$ cat src/rtl/irq_ctrl8_pkg.sv
package irq_ctrl8_pkg;

    localparam int NUM_IRQ = 8;
    localparam int IDX_W   = $clog2(NUM_IRQ);
    localparam int DATA_W  = 8;

    // command-word bit positions decoded by the register port
    localparam int SETUP_BIT   = 4;
    localparam int LEVEL_BIT   = 3;
    localparam int SPC4_BIT    = 2;
    localparam int RDSEL_BIT   = 3;
    localparam int EOI_BIT     = 5;
    localparam int SPECIFIC_BIT = 6;
    localparam int AEOI_BIT    = 0;

    typedef enum logic [1:0] {
        SETUP_IDLE,
        SETUP_BASE,
        SETUP_OPTS,
        SETUP_RUN
    } setup_state_e;

    typedef struct packed {
        logic              level_trig;
        logic              spc_four;
        logic              auto_eoi;
        logic [DATA_W-1:0] base;
    } ctl_cfg_t;

    typedef struct packed {
        logic             valid;
        logic             specific;
        logic [IDX_W-1:0] idx;
    } eoi_cmd_t;

    // lowest set index wins; returns 0 for an empty vector
    function automatic logic [IDX_W-1:0] first_set(input logic [NUM_IRQ-1:0] v);
        logic [IDX_W-1:0] r;
        r = '0;
        for (int i = NUM_IRQ - 1; i >= 0; i--) begin
            if (v[i]) r = IDX_W'(i);
        end
        return r;
    endfunction

    function automatic logic [NUM_IRQ-1:0] idx_onehot(input logic [IDX_W-1:0] idx);
        return NUM_IRQ'(1) << idx;
    endfunction

    function automatic logic [DATA_W-1:0] vec_calc(input logic [DATA_W-1:0] base,
                                                   input logic [IDX_W-1:0]  idx,
                                                   input logic              spc4);
        logic [DATA_W-1:0] off;
        off = spc4 ? DATA_W'({idx, 2'b00}) : DATA_W'({idx, 3'b000});
        return base + off;
    endfunction

endpackage

$ cat src/rtl/irq_bus_regs.sv
module irq_bus_regs
    import irq_ctrl8_pkg::*;
(
    input  logic               clk,
    input  logic               rst,
    input  logic               sel,
    input  logic               rd,
    input  logic               wr,
    input  logic               addr,
    input  logic [DATA_W-1:0]  wdata,
    input  logic [NUM_IRQ-1:0] irr,
    input  logic [NUM_IRQ-1:0] isr,
    output logic [DATA_W-1:0]  rdata,
    output ctl_cfg_t           cfg,
    output logic [NUM_IRQ-1:0] mask,
    output logic               running,
    output logic               setup_start,
    output eoi_cmd_t           eoi
);

    setup_state_e state;
    logic         show_isr;
    logic         wr_en;
    logic         cmd_wr;

    assign wr_en       = sel && wr;
    assign setup_start = wr_en && !addr && wdata[SETUP_BIT];
    assign cmd_wr      = wr_en && !addr && !wdata[SETUP_BIT] && (state == SETUP_RUN);
    assign running     = (state == SETUP_RUN);

    always_comb begin
        eoi.valid    = cmd_wr && !wdata[RDSEL_BIT] && wdata[EOI_BIT];
        eoi.specific = wdata[SPECIFIC_BIT];
        eoi.idx      = wdata[IDX_W-1:0];
    end

    always_ff @(posedge clk) begin
        if (rst) begin
            state    <= SETUP_IDLE;
            cfg      <= '0;
            mask     <= '0;
            show_isr <= 1'b0;
        end else if (setup_start) begin
            state          <= SETUP_BASE;
            cfg.level_trig <= wdata[LEVEL_BIT];
            cfg.spc_four   <= wdata[SPC4_BIT];
            cfg.auto_eoi   <= 1'b0;
            mask           <= '0;
            show_isr       <= 1'b0;
        end else if (wr_en && addr) begin
            case (state)
                SETUP_BASE: begin
                    cfg.base <= wdata;
                    state    <= SETUP_OPTS;
                end
                SETUP_OPTS: begin
                    cfg.auto_eoi <= wdata[AEOI_BIT];
                    state        <= SETUP_RUN;
                end
                SETUP_RUN:  mask <= wdata[NUM_IRQ-1:0];
                default:    ;
            endcase
        end else if (cmd_wr && wdata[RDSEL_BIT]) begin
            show_isr <= wdata[0];
        end
    end

    always_comb begin
        if (sel && rd) begin
            if (addr)          rdata = mask;
            else if (show_isr) rdata = isr;
            else               rdata = irr;
        end else begin
            rdata = '0;
        end
    end


    setup_clears_mask_chk: assert property (@(posedge clk) disable iff (rst)
        setup_start |=> (mask == '0) && !running);

endmodule

$ cat src/rtl/irq_req_latch.sv
module irq_req_latch
    import irq_ctrl8_pkg::*;
(
    input  logic               clk,
    input  logic               rst,
    input  logic [NUM_IRQ-1:0] irq_in,
    input  logic               level_trig,
    input  logic               running,
    input  logic               clear,
    input  logic [NUM_IRQ-1:0] take,
    output logic [NUM_IRQ-1:0] irr
);

    logic [NUM_IRQ-1:0] irq_q;
    logic [NUM_IRQ-1:0] rise;

    assign rise = irq_in & ~irq_q;

    always_ff @(posedge clk) begin
        if (rst) begin
            irq_q <= '0;
            irr   <= '0;
        end else begin
            irq_q <= irq_in;
            if (clear || !running)
                irr <= '0;
            else if (level_trig)
                irr <= irq_in & ~take;
            else
                irr <= (irr & ~take) | rise;
        end
    end

    for (genvar g = 0; g < NUM_IRQ; g++) begin : g_bit_chk

        req_needs_input_chk: assert property (@(posedge clk) disable iff (rst)
            $rose(irr[g]) |-> $past(irq_in[g]));
    end

endmodule

$ cat src/rtl/irq_prio.sv
module irq_prio
    import irq_ctrl8_pkg::*;
(
    input  logic [NUM_IRQ-1:0] irr,
    input  logic [NUM_IRQ-1:0] mask,
    input  logic [NUM_IRQ-1:0] isr,
    input  logic               running,
    output logic               int_req,
    output logic [IDX_W-1:0]   win_idx
);

    logic [NUM_IRQ-1:0] pending;
    logic [IDX_W-1:0]   isr_top;

    assign pending = irr & ~mask;
    assign win_idx = first_set(pending);
    assign isr_top = first_set(isr);
    assign int_req = running && (|pending) && ((isr == '0) || (win_idx < isr_top));

    always_comb begin

        masked_no_win_chk: assert (!int_req || !mask[win_idx]);

        in_service_blocks_chk: assert (!int_req || !isr[win_idx]);
    end

endmodule

$ cat src/rtl/irq_service.sv
module irq_service
    import irq_ctrl8_pkg::*;
(
    input  logic               clk,
    input  logic               rst,
    input  logic               clear,
    input  logic               ack,
    input  logic               int_req,
    input  logic [IDX_W-1:0]   win_idx,
    input  logic [DATA_W-1:0]  base,
    input  logic               spc_four,
    input  logic               auto_eoi,
    input  eoi_cmd_t           eoi,
    output logic [NUM_IRQ-1:0] isr,
    output logic [NUM_IRQ-1:0] take,
    output logic [DATA_W-1:0]  vec_o,
    output logic               vec_vld
);

    logic               grant;
    logic [IDX_W-1:0]   vec_idx;
    logic [NUM_IRQ-1:0] done_mask;
    logic [NUM_IRQ-1:0] set_mask;

    assign grant    = ack && int_req;
    assign take     = grant ? idx_onehot(win_idx) : '0;
    assign vec_idx  = grant ? win_idx : IDX_W'(NUM_IRQ - 1);
    assign set_mask = (grant && !auto_eoi) ? idx_onehot(win_idx) : '0;

    always_comb begin
        done_mask = '0;
        if (eoi.valid) begin
            if (eoi.specific)  done_mask = idx_onehot(eoi.idx);
            else if (|isr)     done_mask = idx_onehot(first_set(isr));
        end
    end

    always_ff @(posedge clk) begin
        if (rst) begin
            isr     <= '0;
            vec_o   <= '0;
            vec_vld <= 1'b0;
        end else begin
            vec_vld <= ack;
            if (ack) vec_o <= vec_calc(base, vec_idx, spc_four);
            if (clear) isr <= '0;
            else       isr <= (isr & ~done_mask) | set_mask;
        end
    end


    grant_sets_isr_chk: assert property (@(posedge clk) disable iff (rst)
        grant && !auto_eoi && !clear |=> isr[$past(win_idx)]);

    vld_follows_ack_chk: assert property (@(posedge clk) disable iff (rst)
        vec_vld |-> $past(ack));

    aeoi_isr_empty_chk: assert property (@(posedge clk) disable iff (rst)
        auto_eoi |-> (isr == '0));

    spurious_keeps_isr_chk: assert property (@(posedge clk) disable iff (rst)
        ack && !int_req && !eoi.valid && !clear |=> $stable(isr));

endmodule

$ cat src/rtl/irq_ctrl8.sv
module irq_ctrl8
    import irq_ctrl8_pkg::*;
(
    input  logic              clk,
    input  logic              rst,
    input  logic              sel,
    input  logic              rd,
    input  logic              wr,
    input  logic              addr,
    input  logic [7:0]        wdata,
    output logic [7:0]        rdata,
    input  logic [7:0]        irq_in,
    output logic              int_out,
    input  logic              ack,
    output logic [7:0]        vec_o,
    output logic              vec_vld
);

    ctl_cfg_t           cfg;
    eoi_cmd_t           eoi;
    logic [NUM_IRQ-1:0] mask;
    logic [NUM_IRQ-1:0] irr;
    logic [NUM_IRQ-1:0] isr;
    logic [NUM_IRQ-1:0] take;
    logic [IDX_W-1:0]   win_idx;
    logic               running;
    logic               setup_start;

    irq_bus_regs u_regs (
        .clk(clk), .rst(rst), .sel(sel), .rd(rd), .wr(wr), .addr(addr),
        .wdata(wdata), .irr(irr), .isr(isr), .rdata(rdata), .cfg(cfg),
        .mask(mask), .running(running), .setup_start(setup_start), .eoi(eoi)
    );

    irq_req_latch u_req (
        .clk(clk), .rst(rst), .irq_in(irq_in), .level_trig(cfg.level_trig),
        .running(running), .clear(setup_start), .take(take), .irr(irr)
    );

    irq_prio u_prio (
        .irr(irr), .mask(mask), .isr(isr), .running(running),
        .int_req(int_out), .win_idx(win_idx)
    );

    irq_service u_svc (
        .clk(clk), .rst(rst), .clear(setup_start), .ack(ack), .int_req(int_out),
        .win_idx(win_idx), .base(cfg.base), .spc_four(cfg.spc_four),
        .auto_eoi(cfg.auto_eoi), .eoi(eoi), .isr(isr), .take(take),
        .vec_o(vec_o), .vec_vld(vec_vld)
    );


    int_needs_unmasked_chk: assert property (@(posedge clk) disable iff (rst)
        int_out |-> |(irr & ~mask));

endmodule

$ cat config.mk
export PLATFORM = sky130hd
export DESIGN_NAME = irq_ctrl8
export DESIGN_NICKNAME = d
export VERILOG_FILES = /design/src/rtl/irq_ctrl8_pkg.sv /design/src/rtl/irq_bus_regs.sv /design/src/rtl/irq_req_latch.sv /design/src/rtl/irq_prio.sv /design/src/rtl/irq_service.sv /design/src/rtl/irq_ctrl8.sv
export SDC_FILE = /design/constraint.sdc
export NUM_CORES = 1
export LEC_CHECK = 0
export ABC_AREA = 1
export BUFFER_PORTS_ARGS = -buffer_cell sky130_fd_sc_hd__buf_4
export CAP_MARGIN = 10
export CORE_ASPECT_RATIO = 0.8
export CORE_MARGIN = 1
export CORE_UTILIZATION = 40
export CTS_BUF_LIST = sky130_fd_sc_hd__clkbuf_4
export DETAILED_ROUTE_END_ITERATION = 8
export PLACE_DENSITY = 0.71
export REMOVE_ABC_BUFFERS = 1
export SLEW_MARGIN = 25
export SYNTH_ARGS = -nofsm -noshare
export SYNTH_HDL_FRONTEND = slang
export SYNTH_SLANG_ARGS = --single-unit
$ cat constraint.sdc
create_clock -name clk -period 3.9 [get_ports clk]
set_input_delay 0.195 -clock clk [delete_from_list [all_inputs] [get_ports clk]]
set_output_delay 0.195 -clock clk [all_outputs]
set_load 0.01 [all_outputs]
# ---- Word level (Yosys, flattened, before mapping)
# Cells that the tools add are included.
dict set report word_totals {
  latchBits 0
  rom_bits 0
  n_memories 0
  regBits 55
  ram_bits 0
}
dict set report op_classes {
  n_div 0
  order_cmp 1
  shift 3
  add_sub_neg 1
  eq_ne 3
  bitwise 13
  multipliers 0
  mux 33
  reduce_logical 35
}
# op count
set op_table {}
lappend op_table {{$mux 8} 9}
lappend op_table {{$mux 3} 20}
lappend op_table {{$and 8x8->8} 5}
lappend op_table {{$not 8->8} 4}
lappend op_table {{$shl 1x3->8 const A} 3}
lappend op_table {{$or 8x8->8} 2}
lappend op_table {{$reduce_or 8->1} 2}
lappend op_table {{$logic_and 1x1->1} 14}
lappend op_table {{$reduce_and 2->1} 5}
lappend op_table {{$add 8x8->8} 1}
lappend op_table {{$logic_not 8->1} 1}
lappend op_table {{$mux 6} 1}
lappend op_table {{$logic_not 1->1} 5}
lappend op_table {{$eq 2x2->1 const B} 2}
lappend op_table {{$pmux 2 s2} 1}
lappend op_table {{$reduce_bool 2->1} 2}
lappend op_table {{$reduce_or 2->1} 2}
lappend op_table {{$lt 3x3->1} 1}
lappend op_table {{$reduce_and 3->1} 1}
lappend op_table {{$reduce_bool 3->1} 1}
lappend op_table {{$eq 2x1->1 const B} 1}
lappend op_table {{$logic_or 1x1->1} 2}
lappend op_table {{$mux 1} 2}
lappend op_table {{$not 1->1} 2}

# ---- Longest topological paths before layout
# Gate-level depths: netlist of the first run.
dict set report depth {
  depth_word 19
  mapped_depth 28
  mapped_depth_nobuf 27
}

# ---- Modules after synthesis
# A second synthesis of the first run with hierarchy kept.
dict set report hier_totals {
  cells_unflattened 533
  hier_area_um2 3353.2
}
# module seq_area_each_um2 area_per_inst_um2 cells_each n_inst
set modules_own_cells {}
lappend modules_own_cells {irq_bus_regs 440.4 1184.9 188 1}
lappend modules_own_cells {irq_service 340.3 1184.9 188 1}
lappend modules_own_cells {irq_req_latch 320.3 658.1 95 1}
lappend modules_own_cells {irq_prio 0.0 325.3 62 1}

# ---- Worst setup path after synthesis of the first run
# OpenSTA, ideal clock, no wires.
dict set report synth_path {
  path_type {register to register}
  from {register u_regs.mask[0]}
  to {register u_svc.vec_o[7]}
  period_less_slack_ps 3078
  t_arrival_ps 2962
  path_buffers 1
  setup_slack_ps 822
  t_required_ps 3785
  stages_incl_launch_ff 24
  path_cell_list {dfxtp_1 -> inv_1 -> nand2_1 -> nand2_1 -> nor3_2 -> ha_1 -> a21oi_1 -> nand2_1 -> nand2_2 -> buf_6 -> nand3_4 -> inv_2 -> nand2_1 -> nand2_1 -> nand2_1 -> ha_1 -> nand2_1 -> nor2_1 -> a211oi_1 -> nor2_1 -> o21ai_0 -> xnor2_1 -> o21ai_0 -> inv_1}
}
dict set report synth_via {
  elab_chain_len 10
  elab_cells_between_ends 12
  classes_between {add/sub (1); order compare (1); mux (3); bitwise (2); reduce/logical (5)}
}
# item line_no
set synth_lines {}
lappend synth_lines {{start, declared} irq_bus_regs.sv:15} ;# output logic [NUM_IRQ-1:0] mask,
lappend synth_lines {{start signal, assigned} irq_bus_regs.sv:60} ;# SETUP_RUN: mask <= wdata[NUM_IRQ-1:0];
lappend synth_lines {{$not 8->8 *} irq_prio.sv:15} ;# assign pending = irr & ~mask;
lappend synth_lines {{$and 8x8->8 *} irq_prio.sv:15}
lappend synth_lines {{$mux 3} irq_ctrl8_pkg.sv:41} ;# if (v[i]) r = IDX_W'(i);
lappend synth_lines {{$lt 3x3->1} irq_prio.sv:18} ;# assign int_req = running && (|pending) && ((isr == '0) || (win_idx < isr_top));
lappend synth_lines {{$logic_or 1x1->1} irq_prio.sv:18}
lappend synth_lines {{$logic_and 1x1->1} irq_prio.sv:18}
lappend synth_lines {{$logic_and 1x1->1} irq_service.sv:25} ;# assign grant = ack && int_req;
lappend synth_lines {{$mux 3 *} irq_service.sv:27} ;# assign vec_idx = grant ? win_idx : IDX_W'(NUM_IRQ - 1);
lappend synth_lines {{$mux 6 *} irq_ctrl8_pkg.sv:54} ;# off = spc4 ? DATA_W'({idx, 2'b00}) : DATA_W'({idx, 3'b000});
lappend synth_lines {{$add 8x8->8 *} irq_ctrl8_pkg.sv:55} ;# return base + off;
lappend synth_lines {{end signal, assigned} irq_service.sv:45} ;# if (ack) vec_o <= vec_calc(base, vec_idx, spc_four);
lappend synth_lines {{end, declared} irq_service.sv:16} ;# output logic [DATA_W-1:0] vec_o,
# Every way passes the cells marked *; elsewhere a longest branch is shown, timed or not.
# A chain may end at the register's enable or synchronous reset.

# ---- Worst setup path in the final report of the first run
dict set report layout_path {
  from {register u_svc.isr[1]}
  to {register u_svc.vec_o[7]}
}
dict set report layout_via {
  elab_chain_len 9
  elab_cells_between_ends 10
  classes_between {add/sub (1); order compare (1); mux (4); reduce/logical (4)}
}
# item line_no
set layout_lines {}
lappend layout_lines {{start, declared} irq_service.sv:14} ;# output logic [NUM_IRQ-1:0] isr,
lappend layout_lines {{start signal, assigned} irq_service.sv:47} ;# else isr <= (isr & ~done_mask) | set_mask;
lappend layout_lines {{$mux 3 (2 in a row)} irq_ctrl8_pkg.sv:41}
lappend layout_lines {{$lt 3x3->1} irq_prio.sv:18}
lappend layout_lines {{$logic_or 1x1->1 *} irq_prio.sv:18}
lappend layout_lines {{$logic_and 1x1->1 *} irq_prio.sv:18}
lappend layout_lines {{$logic_and 1x1->1 *} irq_service.sv:25}
lappend layout_lines {{$mux 3 *} irq_service.sv:27}
lappend layout_lines {{$mux 6 *} irq_ctrl8_pkg.sv:54}
lappend layout_lines {{$add 8x8->8 *} irq_ctrl8_pkg.sv:55}
# Marked as above.

==> results of run 1 <==
synth_stat cells (5+ instances only):
library cell / number / area (um2)
nand3_1: 5 / 25.0
dfxtp_1: 55 / 1100
nand3b_1: 8 / 60.1
clkbuf_1: 10 / 37.5
a31oi_1: 5 / 31.3
nand2_1: 77 / 289
ha_1: 9 / 113
o21ai_0: 65 / 325
nor2_1: 81 / 304
nand4_1: 9 / 56.3
a21oi_1: 38 / 190
inv_1: 81 / 304
worst paths after layout:
kind | endpoint | slack (ps) | start
max | u_svc.vec_o[7]$_SDFFE_PP0P_ | 380 | u_svc.isr[1]$_SDFF_PP0_
min | u_req.irq_q[1]$_SDFF_PP0_ | 20 | irq_in[1]
max reg2reg | u_svc.vec_o[7]$_SDFFE_PP0P_ | 380 | u_svc.isr[1]$_SDFF_PP0_
min reg2reg | u_regs.mask[4]$_SDFFE_PP0P_ | 500 | u_regs.mask[4]$_SDFFE_PP0P_
worst max-delay path, cell delays in order (launching register included):
cell and delay (ps):
dfxtp_1 360, inv_1 130, nand4_1 170, nor2_2 260
inv_1 100, ha_1 300, a21oi_1 150, nand2_1 80
nand2_2 200, nand3_4 110, o21ai_0 190, nand2_1 80
ha_1 330, nand2_1 80, nor2_1 40, a211oi_1 310
nor2_1 60, o21ai_0 210, xnor2_1 80, o21ai_0 130
inv_1 50
cell type report:
cell class	count	share of cell area, %
Clock buffer	5	1.05
Clock inverter	2	1.05
Inverter	87	9.09
Multi-Input combinational cell	325	45.6
Sequential cell	55	30.7
Tap cell	105	3.66
Timing Repair Buffer	42	8.85
state kept, by name, summed over array words and instances (netlist names):
signal           flops
u_svc.vec_vld        1
u_regs.show_isr      1
u_req.irq_q          8
u_svc.isr            8
u_svc.vec_o          8
u_req.irr            8
u_regs.mask          8
u_regs.state         2
u_regs.cfg          11
cell usage in the layout (no fill, tap or decap):
cell and instances:
nor3_1 4, inv_2 4, buf_4 41, nor2_2 2, clkinv_1 2, o21ai_0 65, dlygate4sd3_1 1, nand2_1 77
nor3_4 1, nand3b_1 8, nand4_1 9, clkinvlp_4 1, bufinv_16 1, a21oi_4 1, nand4_2 1, inv_1 81
a21oi_2 1, nand2_2 4, ha_1 9, o22ai_1 2, o21ai_1 2, nand3_1 5, or2_2 2, o21ai_2 1
clkbuf_4 5, nor2_1 80, fa_1 1, dfxtp_1 55, nand3_4 1, a21boi_0 1, xor2_1 1, a211oi_1 1
nand2_4 1, xnor2_1 3, a31oi_1 5, a21oi_1 37
kinds of logic after synthesis:
| family | Yosys count |
|---|---|
| AO/OA/AOI/OAI | 116 |
| XOR/XNOR | 4 |
| adder cells (fa/ha/maj) | 10 |
| buffers and inverters | 100 |
| flip-flops | 55 |
| AND/OR/NAND/NOR | 195 |
power by group:
| part | internal, W | switching [W] |
|---|---|---|
| clock network | 0.000132 | 0.000186 |
| registers | 0.000575 | 0.00000624 |
| logic | 0.0000450 | 0.0000629 |
| total | 0.000751 | 0.000255 |
layer usage:
metal | global-route usage (%) | up-vias | share of wire, %
li1 | - | 1592 | -
met1 | 31.6 | 1467 | 51
met2 | 32.9 | 102 | 42
met3 | 3.18 | 8 | 5.5
met4 | 3.19 | 0 | 0.72
met5 | 0 | - | 0
per-stage QoR:
stage          cell area (um2)  TNS, ps  worst slack (ps)  power [W]  instances
6_report                  3590        0               378    0.00101        621
5_1_grt                   3590    -1.24             -1.24    0.00105        621
4_1_cts                   3570        0               303    0.00101        620
3_5_place_dp              3490        0               322   0.000699        613
3_3_place_gp              3490        0               505   0.000697        613
2_1_floorplan             3050        0               811   0.000641        467
timing repair:
item / 4_1_cts / 5_1_grt
hold buffers: 0 / 1
resized for setup: 0 / 3
setup endpoints to repair: 0 / 1
endpoints found under the hold margin: 0 / 1
setup buffers: 0 / 0
==> metrics.txt, run 1 <==
# TYPE chip_impl_metric gauge
chip_impl_info{name="result_of_the_run",value="finished, final reports clean"} 1
chip_impl_info{name="synth_ff_type",value="dfxtp_1"} 1
chip_impl_metric{name="residual_antenna_violating_net_count_after_detailed_routing",unit=""} 0
chip_impl_metric{name="skew",unit="ps"} 13.0
chip_impl_metric{name="cts_htree_levels",unit=""} 2
chip_impl_metric{name="grt_antenna_before_repair",unit=""} 0
chip_impl_info{name="timing.hold.worst.class",value="in2reg"} 1
chip_impl_metric{name="gr-usage-all-layers",unit="%"} 21.2
chip_impl_metric{name="number_of_buffers_between_clock_root_and_the_deepest_sink",unit=""} 2
chip_impl_info{name="endpoint_class_of_the_critical_path",value="register"} 1
chip_impl_metric{name="wire_length_of_the_first_global_routing_pass",unit="mm"} 13.6
chip_impl_metric{name="synth-seq-cells",unit=""} 55
chip_impl_metric{name="drive_above_1_share",unit="%"} 13.0
chip_impl_metric{name="numPortBuffers",unit=""} 40
chip_impl_metric{name="dp_hpwl",unit="mm"} 6.38
chip_impl_metric{name="synthSimpleGateAreaFrac",unit="%"} 27.3
chip_impl_metric{name="synthArstFlopShare",unit="%"} 0
chip_impl_metric{name="fillers",unit=""} 781
chip_impl_metric{name="min_path_cells",unit=""} 3
chip_impl_metric{name="synthAdderAreaFrac",unit="%"} 4.26
chip_impl_metric{name="fp.dieArea",unit="um2"} 8140
chip_impl_metric{name="regArea",unit="um2"} 1100
chip_impl_metric{name="row_count",unit=""} 28
chip_impl_metric{name="whs",unit="ps"} 17.5
chip_impl_metric{name="r2r_cells",unit=""} 20
chip_impl_metric{name="synth_compound_gate_area_share",unit="%"} 19.6
chip_impl_metric{name="synth_warnings",unit=""} 0
chip_impl_metric{name="drt-wirelength-per-cell",unit="um"} 13.4
chip_impl_metric{name="final_min_period",unit="ps"} 3520
chip_impl_metric{name="final_core_utilization",unit="%"} 48.1
chip_impl_metric{name="muxShareOfSynthArea",unit="%"} 0
chip_impl_metric{name="synth_edf_count",unit=""} 0
chip_impl_info{name="cts_tree",value="built"} 1
chip_impl_metric{name="numCtsBuffers",unit=""} 5
chip_impl_metric{name="timing.final.setup_violations",unit=""} 0
chip_impl_metric{name="route.detailed.drc",unit=""} 0
chip_impl_metric{name="dieHeight",unit="um"} 80.9
chip_impl_metric{name="area_occupied_by_multi_input_gates",unit="um2"} 1640
chip_impl_metric{name="weighted_congestion_at_the_end_of_routability_driven_global_placement",unit=""} 0.999
chip_impl_metric{name="worst_pin_slew",unit="ps"} 652
chip_impl_metric{name="grt_max_degree",unit=""} 22
chip_impl_metric{name="numClockSinks",unit=""} 55
chip_impl_metric{name="max_cap_violations",unit=""} 0
chip_impl_metric{name="antenna-diode-count",unit=""} 0
chip_impl_metric{name="required_worst_endpoint",unit="ps"} 4190
chip_impl_metric{name="vias_in_the_first_global_route",unit=""} 2861
chip_impl_info{name="clock-root-buffer",value="clkbuf_4"} 1
chip_impl_metric{name="report.final.hold_viol_count",unit=""} 0
chip_impl_metric{name="die_width",unit="um"} 101
chip_impl_metric{name="area_growth_syn_to_layout",unit="%"} 15.4
chip_impl_metric{name="min_period_over_period",unit="%"} 90.3
chip_impl_metric{name="clkTransAtPathRegs",unit="ps"} 170
chip_impl_info{name="critical_path_class",value="reg2reg"} 1
chip_impl_metric{name="synthesis.area_per_instance",unit="um2"} 6.49
chip_impl_metric{name="wirelength",unit="mm"} 8.32
chip_impl_metric{name="slew_headroom",unit="%"} 56.4
chip_impl_metric{name="peak_vdd_ir",unit="uV"} 176
chip_impl_metric{name="drt-initial-drc-count",unit=""} 151
chip_impl_metric{name="cp_data_arrival_time",unit="ps"} 3820
chip_impl_metric{name="initial_utilization",unit="%"} 41.7
chip_impl_metric{name="synthesized_netlist_cell_count",unit=""} 480
chip_impl_metric{name="worst-path-max-fanout",unit=""} 11
chip_impl_info{name="crit_path_start_kind",value="register"} 1
chip_impl_metric{name="mappedNetlistArea",unit="um2"} 3110
chip_impl_metric{name="cellPowerDensity",unit="nW/um2"} 280
chip_impl_metric{name="coreArea",unit="um2"} 7460
chip_impl_metric{name="finish.net_count",unit=""} 549
chip_impl_metric{name="worst_skew_pair.late_latency",unit="ps"} 380
chip_impl_metric{name="vias_per_cell",unit=""} 5.10
chip_impl_metric{name="synth_xor_area_share",unit="%"} 1.13
chip_impl_metric{name="drt-pass1-iter-count",unit=""} 5
chip_impl_metric{name="static-leakage-power",unit="nW"} 1.59
chip_impl_info{name="combinational_family_with_the_most_area_after_synthesis",value="simple AND/OR/NAND/NOR gates"} 1
chip_impl_metric{name="io_pins",unit=""} 41
chip_impl_metric{name="via_count",unit=""} 3169
chip_impl_metric{name="synth.yosys.seq_area_share",unit="%"} 35.4
chip_impl_metric{name="max_clock_freq",unit="GHz"} 0.284
chip_impl_metric{name="netlist-cell-type-count",unit=""} 33
chip_impl_metric{name="slew_violations",unit=""} 0
chip_impl_metric{name="gr-total-overflow",unit=""} 0
No activity file was read; power rests on OpenSTA's default activity.
==> run 2: changes to the inputs <==
--- a/config.mk
+++ b/config.mk
@@ -8,13 +8,12 @@
 export ABC_AREA = 1
 export BUFFER_PORTS_ARGS = -buffer_cell sky130_fd_sc_hd__buf_4
 export CAP_MARGIN = 10
-export CORE_ASPECT_RATIO = 0.8
+export CORE_ASPECT_RATIO = 0.75
 export CORE_MARGIN = 1
 export CORE_UTILIZATION = 40
-export CTS_BUF_LIST = sky130_fd_sc_hd__clkbuf_4
+export CTS_BUF_LIST = sky130_fd_sc_hd__clkbuf_16
 export DETAILED_ROUTE_END_ITERATION = 8
 export PLACE_DENSITY = 0.71
-export REMOVE_ABC_BUFFERS = 1
 export SLEW_MARGIN = 25
 export SYNTH_ARGS = -nofsm -noshare
 export SYNTH_HDL_FRONTEND = slang
==> run 2 against run 1 <==
Clock power up 43%. Total power increased by 13%. Die area about the same. Non-clock buffer count down 1. Critical path depth unchanged. Sequential power about the same. Flip-flop and latch count is the same. Critical endpoint unchanged. Largest cell class unchanged. Largest power group unchanged. Highest routed layer unchanged.
==> metrics.txt, run 2 (same netlist as run 1, synthesis figures left out) <==
# TYPE chip_impl_metric gauge
chip_impl_metric{name="numPortBuffers",unit=""} 40
chip_impl_info{name="slowest_stage",value="ha_1"} 1
chip_impl_metric{name="clkTransAtPathRegs",unit="ps"} 80
chip_impl_metric{name="wire_length_of_the_first_global_routing_pass",unit="mm"} 13.6
chip_impl_info{name="timing.hold.worst.class",value="in2reg"} 1
chip_impl_metric{name="report.final.hold_viol_count",unit=""} 0
chip_impl_metric{name="wirelength",unit="mm"} 8.25
chip_impl_metric{name="max_cap_violations",unit=""} 0
chip_impl_metric{name="timing.final.setup_violations",unit=""} 0
chip_impl_metric{name="weighted_congestion_at_the_end_of_routability_driven_global_placement",unit=""} 1.00
chip_impl_metric{name="cts_post_setup_buffers_inserted",unit=""} 0
chip_impl_info{name="result_of_the_run",value="finished, final reports clean"} 1
chip_impl_metric{name="finish.net_count",unit=""} 548
chip_impl_metric{name="static-leakage-power",unit="nW"} 1.63
chip_impl_metric{name="row_count",unit=""} 27
chip_impl_metric{name="drt-initial-drc-count",unit=""} 227
chip_impl_metric{name="coreArea",unit="um2"} 7430
chip_impl_metric{name="power.switching",unit="W"} 0.000285
chip_impl_info{name="clock-root-buffer",value="clkbuf_16"} 1
chip_impl_metric{name="drt-wirelength-per-cell",unit="um"} 13.4
chip_impl_metric{name="count_of_placed_standard_cells_in_the_final_layout_fillers_left_out",unit=""} 617
chip_impl_info{name="cts_tree",value="built"} 1
chip_impl_metric{name="regArea",unit="um2"} 1100
chip_impl_metric{name="dp_hpwl",unit="mm"} 6.37
chip_impl_metric{name="min_period_over_period",unit="%"} 90.4
chip_impl_metric{name="die_width",unit="um"} 104
chip_impl_metric{name="worst_pin_slew",unit="ps"} 602
chip_impl_metric{name="max_clock_freq",unit="GHz"} 0.284
chip_impl_metric{name="worst_skew_pair.late_latency",unit="ps"} 300
chip_impl_info{name="rsz0062_at_grt",value="false"} 1
chip_impl_metric{name="cellInternalPower",unit="W"} 0.000857
chip_impl_info{name="max_flop_register",value="u_regs.cfg"} 1
chip_impl_metric{name="numClockSinks",unit=""} 55
chip_impl_metric{name="place_area",unit="um2"} 3490
chip_impl_info{name="cp_cell_sequence",value="inv_1, nand4_1, nor2_1, inv_1, ha_1, a21oi_1, nand2_1, nand2_2, nand3_4, o21ai_0, nand2_1, ha_1, nand2_1, nor2_1, a211oi_1, nor2_1, o21ai_0, xnor2_1, o21ai_0, inv_1"} 1
chip_impl_metric{name="required_worst_endpoint",unit="ps"} 4090
chip_impl_metric{name="grt_antenna_before_repair",unit=""} 0
chip_impl_metric{name="clockPowerShare",unit="%"} 39.8
chip_impl_metric{name="vias_in_the_first_global_route",unit=""} 2873
chip_impl_metric{name="fillers",unit=""} 756
chip_impl_info{name="critical_path_class",value="reg2reg"} 1
chip_impl_metric{name="final_cell_area",unit="um2"} 3640
chip_impl_metric{name="peak_vdd_ir",unit="uV"} 191
chip_impl_metric{name="route.detailed.drc",unit=""} 0
chip_impl_metric{name="synth_nets",unit=""} 513
chip_impl_metric{name="drive_above_1_share",unit="%"} 13.0
chip_impl_metric{name="grt_max_degree",unit=""} 22
chip_impl_metric{name="cts_htree_levels",unit=""} 2
chip_impl_metric{name="number_of_buffers_between_clock_root_and_the_deepest_sink",unit=""} 2
chip_impl_metric{name="slew_headroom",unit="%"} 59.8
chip_impl_metric{name="via_count",unit=""} 3182
chip_impl_metric{name="vias_per_cell",unit=""} 5.16
chip_impl_metric{name="dieHeight",unit="um"} 78.4
chip_impl_metric{name="skew",unit="ps"} 7.70
chip_impl_metric{name="io_pins",unit=""} 41
chip_impl_info{name="crit_path_start_kind",value="register"} 1
chip_impl_metric{name="worst-path-max-fanout",unit=""} 11
chip_impl_metric{name="residual_antenna_violating_net_count_after_detailed_routing",unit=""} 0
chip_impl_info{name="critical-path-top-delay-family",value="simple AND/OR/NAND/NOR gates"} 1
chip_impl_metric{name="place.detailed.instances",unit=""} 609
chip_impl_metric{name="cellPowerDensity",unit="nW/um2"} 313
chip_impl_metric{name="worstPathBufferInverterCount",unit=""} 3
chip_impl_metric{name="final_min_period",unit="ps"} 3520
chip_impl_metric{name="drt-pass1-iter-count",unit=""} 5
chip_impl_metric{name="fp.dieArea",unit="um2"} 8140
chip_impl_metric{name="combinationalPowerShare",unit="%"} 9.4
chip_impl_metric{name="gr-total-overflow",unit=""} 0
chip_impl_metric{name="net_switching_share_of_the_total_power",unit="%"} 24.9
chip_impl_metric{name="whs",unit="ps"} 116
chip_impl_metric{name="initial_utilization",unit="%"} 41.9
chip_impl_info{name="final_cell_mix",value="nor2_1 (81), inv_1 (81), nand2_1 (77), o21ai_0 (65), dfxtp_1 (55)"} 1
chip_impl_info{name="endpoint_class_of_the_critical_path",value="register"} 1
chip_impl_metric{name="fin_tns_setup",unit="ps"} 0
chip_impl_metric{name="antenna-diode-count",unit=""} 0
chip_impl_metric{name="gr-usage-all-layers",unit="%"} 21.1
chip_impl_metric{name="p_seq_share",unit="%"} 50.8
chip_impl_metric{name="cp_data_arrival_time",unit="ps"} 3720
chip_impl_metric{name="critPathMaxStageDelay",unit="ps"} 340
chip_impl_metric{name="slew_violations",unit=""} 0
chip_impl_metric{name="largest_reg_flops",unit=""} 11
chip_impl_metric{name="area_occupied_by_multi_input_gates",unit="um2"} 1640
chip_impl_metric{name="power",unit="W"} 0.00114
chip_impl_metric{name="area_growth_syn_to_layout",unit="%"} 17.0
chip_impl_metric{name="numCtsBuffers",unit=""} 5
-- run 2: cell types whose count changed in the layout (fill, tap and decap cells not counted), sizes merged --
cell,delta
dlygate4sd3,-1
clkinv,+2
bufinv,-1
clkinvlp,-1
inv,+1
-- run 2: worst paths after layout --
check / endpoint / depth (start not counted) / slack, ps / startpoint
hold reg to reg: u_svc.vec_o[1]$_SDFFE_PP0P_ / 2 / 490 / u_regs.cfg[1]$_SDFFE_PP0P_
hold / removal: u_req.irq_q[4]$_SDFF_PP0_ / 3 / 120 / irq_in[4]
setup / recovery: u_svc.vec_o[7]$_SDFFE_PP0P_ / 20 / 380 / u_svc.isr[1]$_SDFF_PP0_
setup reg to reg: u_svc.vec_o[7]$_SDFFE_PP0P_ / 20 / 380 / u_svc.isr[1]$_SDFF_PP0_
-- run 2: layout make-up --
class / instances / share of cell area [%]
repair buffers: 41 / 8.45
flip-flops and latches: 55 / 30.2
clock inverters: 3 / 0.515
clock buffers: 5 / 3.44
inverters: 87 / 8.97
well taps: 101 / 3.47
multi-input cells: 325 / 44.9
-- run 2: metal layers --
layer  track usage [%]  wire length, um  vias to the layer above
met5                 0                0                        -
met1              30.2             4060                     1445
li1                  -                -                     1596
met3              3.74              702                       16
met2              31.4             3290                      125
met4              7.86              201                        0
-- run 2: power groups by stage --
stage | sequential (W) | clock (W) | combinational [W]
finish | 0.000580 | 0.000454 | 0.000107
floorplan | 0.000593 | 0 | 0.0000545
detailed placement | 0.000593 | 0 | 0.000106
global route | 0.000581 | 0.000485 | 0.000121
CTS | 0.000580 | 0.000458 | 0.000107
global placement | 0.000592 | 0 | 0.000106
-- run 2: through the flow --
stage	worst slack [ps]	utilization (%)
after CTS	301	48.9
after floorplan	822	-
final	375	49.0
after global placement	496	46.9
after global routing	83.1	49.0
after detailed placement	304	46.9
-- run 2: worst register-to-register path: stages (launching register included) --
cell	delay [ps]
dfxtp_1	330
inv_1	150
nand4_1	130
nor2_1	300
inv_1	110
ha_1	300
a21oi_1	150
nand2_1	70
nand2_2	190
nand3_4	110
o21ai_0	230
nand2_1	90
ha_1	340
nand2_1	80
nor2_1	40
a211oi_1	270
nor2_1	70
o21ai_0	200
xnor2_1	80
o21ai_0	140
inv_1	50
-- run 2: repair_timing --
item | CTS | global route
setup endpoints to repair | 0 | 1
gates resized for setup | 0 | 2
hold buffers | 0 | 0
